==> config.mk <==
export PLATFORM = sky130hd
export DESIGN_NAME = sema_bank
export DESIGN_NICKNAME = d
export VERILOG_FILES = /design/src/rtl/sema_pkg.sv /design/src/rtl/sema_port_decode.sv /design/src/rtl/sema_cell.sv /design/src/rtl/sema_rdreg.sv /design/src/rtl/sema_bank.sv
export SDC_FILE = /design/constraint.sdc
export NUM_CORES = 1
export LEC_CHECK = 0
export ABC_CLOCK_PERIOD_IN_PS = 1300
export BUFFER_PORTS_ARGS = -buffer_cell sky130_fd_sc_hd__buf_2
export CORE_MARGIN = 3
export CORE_UTILIZATION = 40
export CTS_BUF_LIST = sky130_fd_sc_hd__clkbuf_8
export DETAILED_ROUTE_END_ITERATION = 10
export PLACE_DENSITY = 0.71
export SLEW_MARGIN = 20
export SYNTH_ARGS = -nofsm -noshare
export SYNTH_HDL_FRONTEND = slang
export SYNTH_HIERARCHICAL = 1
export SYNTH_SLANG_ARGS = --single-unit
==> constraint.sdc <==
create_clock -name clk -period 1.3 [get_ports clk]
set_input_delay 0.26 -clock clk [delete_from_list [all_inputs] [get_ports clk]]
set_output_delay 0.26 -clock clk [all_outputs]
set_load 0.02 [all_outputs]
==> src/rtl/sema_pkg.sv <==
package sema_pkg;

   typedef enum logic {
      SIDE_LEFT  = 1'b0,
      SIDE_RIGHT = 1'b1
   } side_e;

   localparam int unsigned SEMA_COUNT_DEFAULT = 8;
   localparam int unsigned SEMA_ABUS_DEFAULT  = 13;
   localparam int unsigned SEMA_DOUT_DEFAULT  = 16;

endpackage

==> src/rtl/sema_port_decode.sv <==
module sema_port_decode #(
   parameter int unsigned NUM_SEM = 8,
   parameter int unsigned ABUS_W  = 13,
   localparam int unsigned SEL_W  = $clog2(NUM_SEM)
) (
   input  logic              sem_sel,
   input  logic              mem_ce,
   input  logic              wr,
   input  logic              rd,
   input  logic              din,
   input  logic [ABUS_W-1:0] addr,
   output logic [NUM_SEM-1:0] claim_vec,
   output logic [NUM_SEM-1:0] drop_vec,
   output logic              rd_en,
   output logic [SEL_W-1:0]  idx
);

   logic cyc_ok;
   logic unused_hi_bits;

   // semaphore select with memory enable also active is an illegal cycle
   assign cyc_ok = sem_sel & ~mem_ce;
   assign idx    = addr[SEL_W-1:0];
   assign rd_en  = cyc_ok & rd;

   generate
      if (ABUS_W > SEL_W) begin : g_hi
         assign unused_hi_bits = ^addr[ABUS_W-1:SEL_W];
      end else begin : g_nohi
         assign unused_hi_bits = 1'b0;
      end
   endgenerate

   always_comb begin
      claim_vec = '0;
      drop_vec  = '0;
      if (cyc_ok && wr) begin
         claim_vec[idx] = ~din;
         drop_vec[idx]  = din;
      end
   end

endmodule

==> src/rtl/sema_cell.sv <==
module sema_cell #(
   parameter sema_pkg::side_e TIE_WINNER = sema_pkg::SIDE_LEFT
) (
   input  logic clk,
   input  logic rst_n,
   input  logic l_claim,
   input  logic l_drop,
   input  logic r_claim,
   input  logic r_drop,
   output logic own_l,
   output logic own_r,
   output logic pend_l,
   output logic pend_r
);

   logic tie_left;
   logic nx_own_l, nx_own_r, nx_pend_l, nx_pend_r;

   generate
      if (TIE_WINNER == sema_pkg::SIDE_LEFT) begin : g_tie_l
         assign tie_left = 1'b1;
      end else begin : g_tie_r
         assign tie_left = 1'b0;
      end
   endgenerate

   always_comb begin
      nx_own_l  = own_l;
      nx_own_r  = own_r;
      nx_pend_l = pend_l;
      nx_pend_r = pend_r;
      if (!own_l && !own_r) begin
         if (l_claim && r_claim) begin
            nx_own_l  = tie_left;
            nx_own_r  = ~tie_left;
            nx_pend_r = tie_left;
            nx_pend_l = ~tie_left;
         end else if (l_claim) begin
            nx_own_l = 1'b1;
         end else if (r_claim) begin
            nx_own_r = 1'b1;
         end
      end else if (own_l) begin
         nx_pend_r = (pend_r | r_claim) & ~r_drop;
         if (l_drop) begin
            nx_own_l  = 1'b0;
            nx_own_r  = nx_pend_r;
            nx_pend_r = 1'b0;
         end
      end else begin
         nx_pend_l = (pend_l | l_claim) & ~l_drop;
         if (r_drop) begin
            nx_own_r  = 1'b0;
            nx_own_l  = nx_pend_l;
            nx_pend_l = 1'b0;
         end
      end
   end

   always_ff @(posedge clk or negedge rst_n) begin
      if (!rst_n) begin
         own_l  <= 1'b0;
         own_r  <= 1'b0;
         pend_l <= 1'b0;
         pend_r <= 1'b0;
      end else begin
         own_l  <= nx_own_l;
         own_r  <= nx_own_r;
         pend_l <= nx_pend_l;
         pend_r <= nx_pend_r;
      end
   end

endmodule

==> src/rtl/sema_rdreg.sv <==
module sema_rdreg #(
   parameter int unsigned DOUT_W = 16
) (
   input  logic              clk,
   input  logic              rst_n,
   input  logic              rd_en,
   input  logic              flag_val,
   output logic [DOUT_W-1:0] dout
);

   logic held;

   always_ff @(posedge clk or negedge rst_n) begin
      if (!rst_n)     held <= 1'b1;
      else if (rd_en) held <= flag_val;
   end

   assign dout = {DOUT_W{held}};

endmodule

==> src/rtl/sema_bank.sv <==
module sema_bank #(
   parameter int unsigned     NUM_SEM    = sema_pkg::SEMA_COUNT_DEFAULT,
   parameter int unsigned     ABUS_W     = sema_pkg::SEMA_ABUS_DEFAULT,
   parameter int unsigned     DOUT_W     = sema_pkg::SEMA_DOUT_DEFAULT,
   parameter sema_pkg::side_e TIE_WINNER = sema_pkg::SIDE_LEFT
) (
   input  logic              clk,
   input  logic              rst_n,
   input  logic              l_sem_sel,
   input  logic              l_mem_ce,
   input  logic              l_wr,
   input  logic              l_rd,
   input  logic              l_din,
   input  logic [ABUS_W-1:0] l_addr,
   output logic [DOUT_W-1:0] l_dout,
   input  logic              r_sem_sel,
   input  logic              r_mem_ce,
   input  logic              r_wr,
   input  logic              r_rd,
   input  logic              r_din,
   input  logic [ABUS_W-1:0] r_addr,
   output logic [DOUT_W-1:0] r_dout
);

   localparam int unsigned SEL_W = $clog2(NUM_SEM);

   generate
      if (NUM_SEM < 2 || NUM_SEM != (1 << SEL_W)) begin : g_bad_count
         $error("sema_bank: NUM_SEM must be a power of two, at least 2");
      end
      if (ABUS_W < SEL_W) begin : g_bad_abus
         $error("sema_bank: ABUS_W narrower than the flag index");
      end
      if (DOUT_W < 1) begin : g_bad_dout
         $error("sema_bank: DOUT_W must be at least 1");
      end
   endgenerate

   logic [NUM_SEM-1:0] l_claim_vec, l_drop_vec, r_claim_vec, r_drop_vec;
   logic [NUM_SEM-1:0] own_l_vec, own_r_vec, pend_l_vec, pend_r_vec;
   logic               l_rd_en, r_rd_en;
   logic [SEL_W-1:0]   l_idx, r_idx;

   sema_port_decode #(.NUM_SEM(NUM_SEM), .ABUS_W(ABUS_W)) u_dec_l (
      .sem_sel(l_sem_sel), .mem_ce(l_mem_ce), .wr(l_wr), .rd(l_rd),
      .din(l_din), .addr(l_addr), .claim_vec(l_claim_vec),
      .drop_vec(l_drop_vec), .rd_en(l_rd_en), .idx(l_idx)
   );

   sema_port_decode #(.NUM_SEM(NUM_SEM), .ABUS_W(ABUS_W)) u_dec_r (
      .sem_sel(r_sem_sel), .mem_ce(r_mem_ce), .wr(r_wr), .rd(r_rd),
      .din(r_din), .addr(r_addr), .claim_vec(r_claim_vec),
      .drop_vec(r_drop_vec), .rd_en(r_rd_en), .idx(r_idx)
   );

   generate
      for (genvar g = 0; g < NUM_SEM; g++) begin : g_cell
         sema_cell #(.TIE_WINNER(TIE_WINNER)) u_cell (
            .clk(clk), .rst_n(rst_n),
            .l_claim(l_claim_vec[g]), .l_drop(l_drop_vec[g]),
            .r_claim(r_claim_vec[g]), .r_drop(r_drop_vec[g]),
            .own_l(own_l_vec[g]), .own_r(own_r_vec[g]),
            .pend_l(pend_l_vec[g]), .pend_r(pend_r_vec[g])
         );
      end
   endgenerate

   // each side reads 0 only for a flag it owns
   sema_rdreg #(.DOUT_W(DOUT_W)) u_rd_l (
      .clk(clk), .rst_n(rst_n), .rd_en(l_rd_en),
      .flag_val(~own_l_vec[l_idx]), .dout(l_dout)
   );

   sema_rdreg #(.DOUT_W(DOUT_W)) u_rd_r (
      .clk(clk), .rst_n(rst_n), .rd_en(r_rd_en),
      .flag_val(~own_r_vec[r_idx]), .dout(r_dout)
   );

endmodule

==> impl_results.md, run 1 <==
- Worst Skew: between 0.002 and 0.0025 ns
- Failing checks: setup timing
- Worst path cell trace: buf_6 > buf_6
- Largest net degree at the start of global routing: 35
- Drt pass-1 iters: 5
- Number of diodes: 0
- Area grow syn2layout: 36.6%
- Die Ht: 87.5 um
- Fillers: 560
- Via density: about 5.6
- Die X: slightly below 90 um
- FMAX: 717 MHz
- Worst Tran Pin Value: 0.354 ns
- Starting Density: between 40 and 50%
- Synth warn: 6
- Final Slew Violations: 0
- Maximum Capacitance Violations: 0
- Cell mode on critical path: buf_6
- Layout cells sized above 1: a little over two fifths
- Top cell type by total area after synthesis: dfrtp_1
- Synth Net Count: 339
- Worst hold path class: input pin to flip-flop
- Sequential share of the synthesized area: between 30% and 40%
- Mapped cell area: 0.00266 mm2
- I/O pin cnt: 70
- Hold slack: about 0.34 ns
- Post-DP HPWL: 4810 um
- H-Tree Depth: 2
- Placed cell area: approximately 0.0032 mm2
- Peak supply drop: slightly above 1 mV
- Post-synth top area share: a little under a third
- Cell family with most CP delay: flip-flops
- Sink Count: 34
- Slowest CP cell: dfstp_2
- CTS Buf Count: 5
- DR vias: about 2600
- Final worst-path setup slack: -0.0954 ns
- CTS Buffer Depth: 2
- Std-Cell Rows: 29
- Total Wirelength: 6780 um
- Syn avg cell area: between 8 and 9 um2
- Final setup TNS: -2.38 ns
- Crit. End Element: output port
- R2r setup slk: -0.02 ns
- Final hold vios: 0
- Die area: 0.00765 mm2
- Dpl ws: -0.374 ns
- Worst Path Arrival: roughly 1.1 ns
- Initial antenna violation count: 0
- Register bit count reported by yosys: 34
- Largest stage delay, worst path: ~0.57 ns
- Final Setup Violations: 33
- First-pass GRT wire length: roughly 11000 um
- CP Buf/Inv Count: 2
- Worst skew pair latency: slightly below 0.3 ns
- Worst setup SP type: flip-flop
- Design Area, Final: about 0.0036 mm2
- Vias in the first global route: roughly 2300
- Placer Congestion: 0.891
- Drt wl/cell: roughly 15 um
- Synth Instances: 301
- Tcrit/Tclk final: 107%
- Placeable Area: about 0.0064 mm2
- Largest cells by area after synthesis: dfrtp_1 (30%), buf_4 (11%), nor2_1 (4.8%)
- Worst EP required: ~1.0 ns
- Leak pwr: ~1.5 nW
- Reg2Reg Depth: 3
- Top_reg_cell synth: dfrtp_1
- Asr flop ratio synth: between 90% and 100%
- RSZ-0062 raised after global routing: yes
- Power per Cell Area: 1250 mW/mm2
- CTS root buf: clkbuf_8
- Worst Path Max Fanout: 8
- Drt drc: 0
- GRT overflow: 0
- Worst slew margin: 76.2%
- CTS tree: done
- Outcome: complete, but fails checks
- Clk slew on worst S/H paths: around 0.07 ns
- Fin util: 56.8%
- Violation count after the first detailed-route iteration: 144
- Post-synth EDFFs: 0
- Final nets: between 400 and 500
- GRT Util Overall: between 15 and 20%
- Period minus WS final: 1.40 ns
- Kind of critical path: flip-flop to output port
- Synth cell types: 36
- Critical Path Stages: 2
- Port buffer count: between 40 and 50
- Hold-critical path depth: 3
- Antenna Nets Post-Route: 0
## through the flow
stage,total power (W),instances
finish,0.00453,459
CTS,0.00436,455
global route,0.00477,459
detailed placement,0.00312,440
global placement,0.00309,440
floorplan,0.00288,301
## cells by family after synthesis
kind of cell    share of synthesized area (%)
compound gates                           19.2
flops                                    32.1
buf+inv                                  15.5
simple gates                             27.5
mux                                      5.70
## synth_stat cells (3+ instances only)
master	n
buf_4	38
nor2_1	34
dfrtp_1	32
nand2_1	20
a21oi_1	16
inv_1	16
nor3_1	14
nand3b_1	12
nand2b_1	10
a21boi_1	8
a31oi_1	8
nand4_1	8
nor3b_1	8
o211ai_1	8
o22a_1	8
o22ai_1	8
o2bb2ai_1	8
o311ai_1	8
buf_2	4
buf_6	4
mux4_1	3
nor4_1	3
## repair_timing
item                                   in CTS  in global routing
hold buffers                                1                  0
cloned                                      0                  1
endpoints found under the hold margin      32                  0
gates resized for setup                    49                 40
pin swaps                                   0                  9
setup endpoints to repair                  39                 49
setup buffers                               6                  3
## where the power goes
group	internal (W)	total [W]	leakage [nW]	switching, W
Combinational	0.00120	0.00239	0.957	0.00119
Sequential	0.00122	0.00133	0.450	0.000109
Clock	0.000420	0.000815	0.0524	0.000396
Total	0.00284	0.00453	1.46	0.00169
## layout by cell type, fill, tap and decap left out, types with 6 or more instances in the layout
master / count
clkbuf_8: 6
nand2_1: 20
buf_6: 28
nand3b_1: 12
a31oi_1: 8
o211ai_1: 8
dfrtp_1: 32
a21oi_1: 15
o2bb2ai_1: 8
o311ai_1: 7
nand2b_1: 10
nor3b_1: 8
nand4_1: 8
o22ai_1: 8
buf_4: 71
inv_1: 16
nor3_1: 9
o22a_1: 8
buf_2: 14
a21boi_1: 8
nor2_1: 26
nor2_2: 7
## cell type report
class	count	area, um2	share of cell area, %
Clock inverter	2	8.76	0.241
Sequential cell	34	853	23.5
Multi-Input combinational cell	205	1500	41.4
Tap cell	77	96.3	2.66
Timing Repair Buffer	119	1020	28.2
Inverter	16	60.1	1.66
Clock buffer	6	82.6	2.28
## routing by layer
metal	global-route usage, %	routed length (um)	up-vias
met2	29.8	3340	101
met4	6.14	97	0
met5	0	0	-
li1	-	-	1238
met1	21.8	2810	1227
met3	3.69	539	12
## tightest hold or removal path: stages
cell and delay (ns):
buf_2 0.10, nor2_1 0.05, mux2_4 0.19
## flip-flops by register name (all words and copies together), names as in the netlist
register              count
u_rd_l/held               1
g_cell.u_cell/pend_r      8
g_cell.u_cell/own_r       8
u_rd_r/held               1
g_cell.u_cell/pend_l      8
g_cell.u_cell/own_l       8
## worst paths after layout
path                                                           from                                   to
worst max-delay path                        u_rd_l/held$_DFFE_PN1P_                            l_dout[2]
worst min-delay path                                       r_mem_ce              u_rd_r/held$_DFFE_PN1P_
worst max register to register   g_cell[7].u_cell/own_l$_DFFE_PN0P_              u_rd_l/held$_DFFE_PN1P_
worst min register to register  g_cell[1].u_cell/pend_r$_DFFE_PN0P_  g_cell[1].u_cell/pend_r$_DFFE_PN0P_
max in group asynchronous                                     rst_n              u_rd_r/held$_DFFE_PN1P_
min in group asynchronous                                     rst_n  g_cell[2].u_cell/pend_l$_DFFE_PN0P_
(Power assumes the default switching activity.)
==> run 2: changes to the inputs <==
==> constraint.sdc (replaced) <==
create_clock -name clk -period 1.3 [get_ports clk]
set_input_delay 0.26 -clock clk [delete_from_list [all_inputs] [get_ports clk]]
set_output_delay 0.26 -clock clk [all_outputs]
set_load 0.005 [all_outputs]
==> impl_results.md, run 2 (synthesis results as in run 1) <==
- Outcome: complete, but fails checks
- Failing checks: setup timing
- Worst skew pair latency: roughly 0.29 ns
- Starting Density: 41.6%
- Worst EP required: 1.04 ns
- P_int: ~0.0027 W
- Worst Path Arrival: 1.10 ns
- Final worst-path setup slack: -0.0577 ns
- CTS root buf: clkbuf_8
- Final setup TNS: -1.24 ns
- Grt peak-use layer: met2
- Initial antenna violation count: 0
- GRT overflow: 0
- Switching share of power: 32.3%
- Worst setup SP type: flip-flop
- Worst Skew: 0.00581 ns
- I/O pin cnt: 70
- Slowest CP cell: dfstp_2
- Worst Tran Pin Value: 0.359 ns
- Worst Path Max Fanout: 8
- GRT met2 Usage: 29.9%
- Die area: 0.00765 mm2
- Power per Cell Area: 1110 mW/mm2
- Violation count after the first detailed-route iteration: around 130
- Cell mode on critical path: buf_6
- Part of the power in the clock network: about a fifth
- Routing usage on met3: approximately 3.5%
- Antenna Nets Post-Route: 0
- First-pass GRT wire length: around 11000 um
- Drt wl/cell: between 10 and 15 um
- Fillers: 564
- Post-DP HPWL: 4810 um
- Dpl ws: -0.374 ns
- Largest net degree at the start of global routing: 35
- Sequential Power Share: between 30 and 40%
- Worst path cell trace: buf_6 > buf_6
- Worst slew margin: 75.9%
- Design Area, Final: between 0.003 and 0.004 mm2
- Die X: between 80 and 90 um
- Peak supply drop: roughly 0.77 mV
- FMAX: 737 MHz
- CTS Buffer Depth: 2
- H-Tree Depth: 2
- Number of diodes: 0
- Final Slew Violations: 0
- Placer Congestion: between 0.8 and 0.9
- Vias in the first global route: 2342
- Multi-input logic area: approximately 0.0015 mm2
- Final Setup Violations: 35
- Sink Count: 34
- Clk slew on worst S/H paths: 0.07 ns
- Drt drc: 0
- Storage cell area: about 850 um2
- Psw: 0.00127 W
- Largest stage delay, worst path: roughly 0.56 ns
- Placeable Area: around 0.0064 mm2
- Area grow syn2layout: 33.4%
- CTS Buf Count: 5
- Port buffer count: between 40 and 50
- CTS tree: done
- GRT Util Overall: between 10% and 20%
- Period minus WS final: roughly 1.4 ns
- Die Ht: ~87 um
- Kind of critical path: flip-flop to output port
- Most common cell after layout, fill and taps aside: buf_4
- Commonest cells after routing, fill and taps aside: buf_4 (61), buf_2 (32), dfrtp_1 (32), nor2_1 (25)
- RSZ-0062 raised after global routing: yes
- Total Wirelength: roughly 6800 um
- Final nets: roughly 420
- Crit. End Element: output port
- DR vias: between 2000 and 3000
- Leak pwr: ~1.4 nW
- Via density: between 5 and 6
- Placed cell area: 0.00318 mm2
- Tcrit/Tclk final: 104%
- Layout cells sized above 1: between 40 and 50%
- Met1 Use GR: about 22%
- Combinational power share: between 40% and 50%
- Drt pass-1 iters: 4
- Final hold vios: 0
- Maximum Capacitance Violations: 0
- Hold slack: a little over 0.3 ns
- Worst hold path class: input pin to flip-flop
- Std-Cell Rows: 29
run 2: final cells by class:
type,count,area share [%]
Sequential cell,34,24.1
Timing Repair Buffer,119,26.6
Clock buffer,6,2.33
Inverter,16,1.70
Clock inverter,2,0.247
Multi-Input combinational cell,205,42.3
Tap cell,77,2.72
run 2: stage by stage:
stage | power, W | instances | utilization [%]
6_report | 0.00392 | 459 | 55.4
4_1_cts | 0.00382 | 455 | 53.3
3_3_place_gp | 0.00269 | 440 | 49.7
2_1_floorplan | 0.00247 | 301 | -
3_5_place_dp | 0.00273 | 440 | 49.7
5_1_grt | 0.00416 | 459 | 55.4
run 2: path summary, 6_finish.rpt:
kind,to,cells past startpoint,start,slack (ns)
worst max register to register,u_rd_l/held$_DFFE_PN1P_,3,g_cell[7].u_cell/own_l$_DFFE_PN0P_,-0.02
min in group asynchronous,g_cell[2].u_cell/pend_l$_DFFE_PN0P_,3,rst_n,0.46
worst min register to register,g_cell[1].u_cell/pend_r$_DFFE_PN0P_,1,g_cell[1].u_cell/pend_r$_DFFE_PN0P_,0.50
worst min-delay path,u_rd_l/held$_DFFE_PN1P_,3,l_mem_ce,0.31
worst max-delay path,l_dout[2],2,u_rd_l/held$_DFFE_PN1P_,-0.06
max in group asynchronous,u_rd_r/held$_DFFE_PN1P_,3,rst_n,0.59
run 2: worst max-delay path: cells and delay by family (launching register included):
kind,cells,cell delay [ns]
buffers and inverters,2,0.25
flip-flops,1,0.56
run 2: repair_timing:
action                                 in CTS  in global routing
cloned                                      0                  1
setup endpoints to repair                  39                 50
hold buffers                                1                  0
setup buffers                               6                  3
endpoints found under the hold margin      32                  0
gates resized for setup                    21                 25
pin swaps                                   0                 12
run 2: layer usage:
layer / wire length (um) / share of wire [%] / vias to the layer above
met3: 416 / 6.2 / 10
met4: 88 / 1.3 / 0
met2: 3290 / 49 / 78
met5: 0 / 0 / -
met1: 2960 / 44 / 1258
li1: - / - / 1240
run 2: power by group through the flow:
| stage | clock network, W | logic [W] | registers, W |
|---|---|---|---|
| 3_5_place_dp | 0 | 0.00134 | 0.00138 |
| 4_1_cts | 0.000840 | 0.00166 | 0.00132 |
| 6_report | 0.000810 | 0.00179 | 0.00133 |
| 5_1_grt | 0.000872 | 0.00194 | 0.00135 |
| 3_3_place_gp | 0 | 0.00132 | 0.00138 |
| 2_1_floorplan | 0 | 0.00101 | 0.00146 |
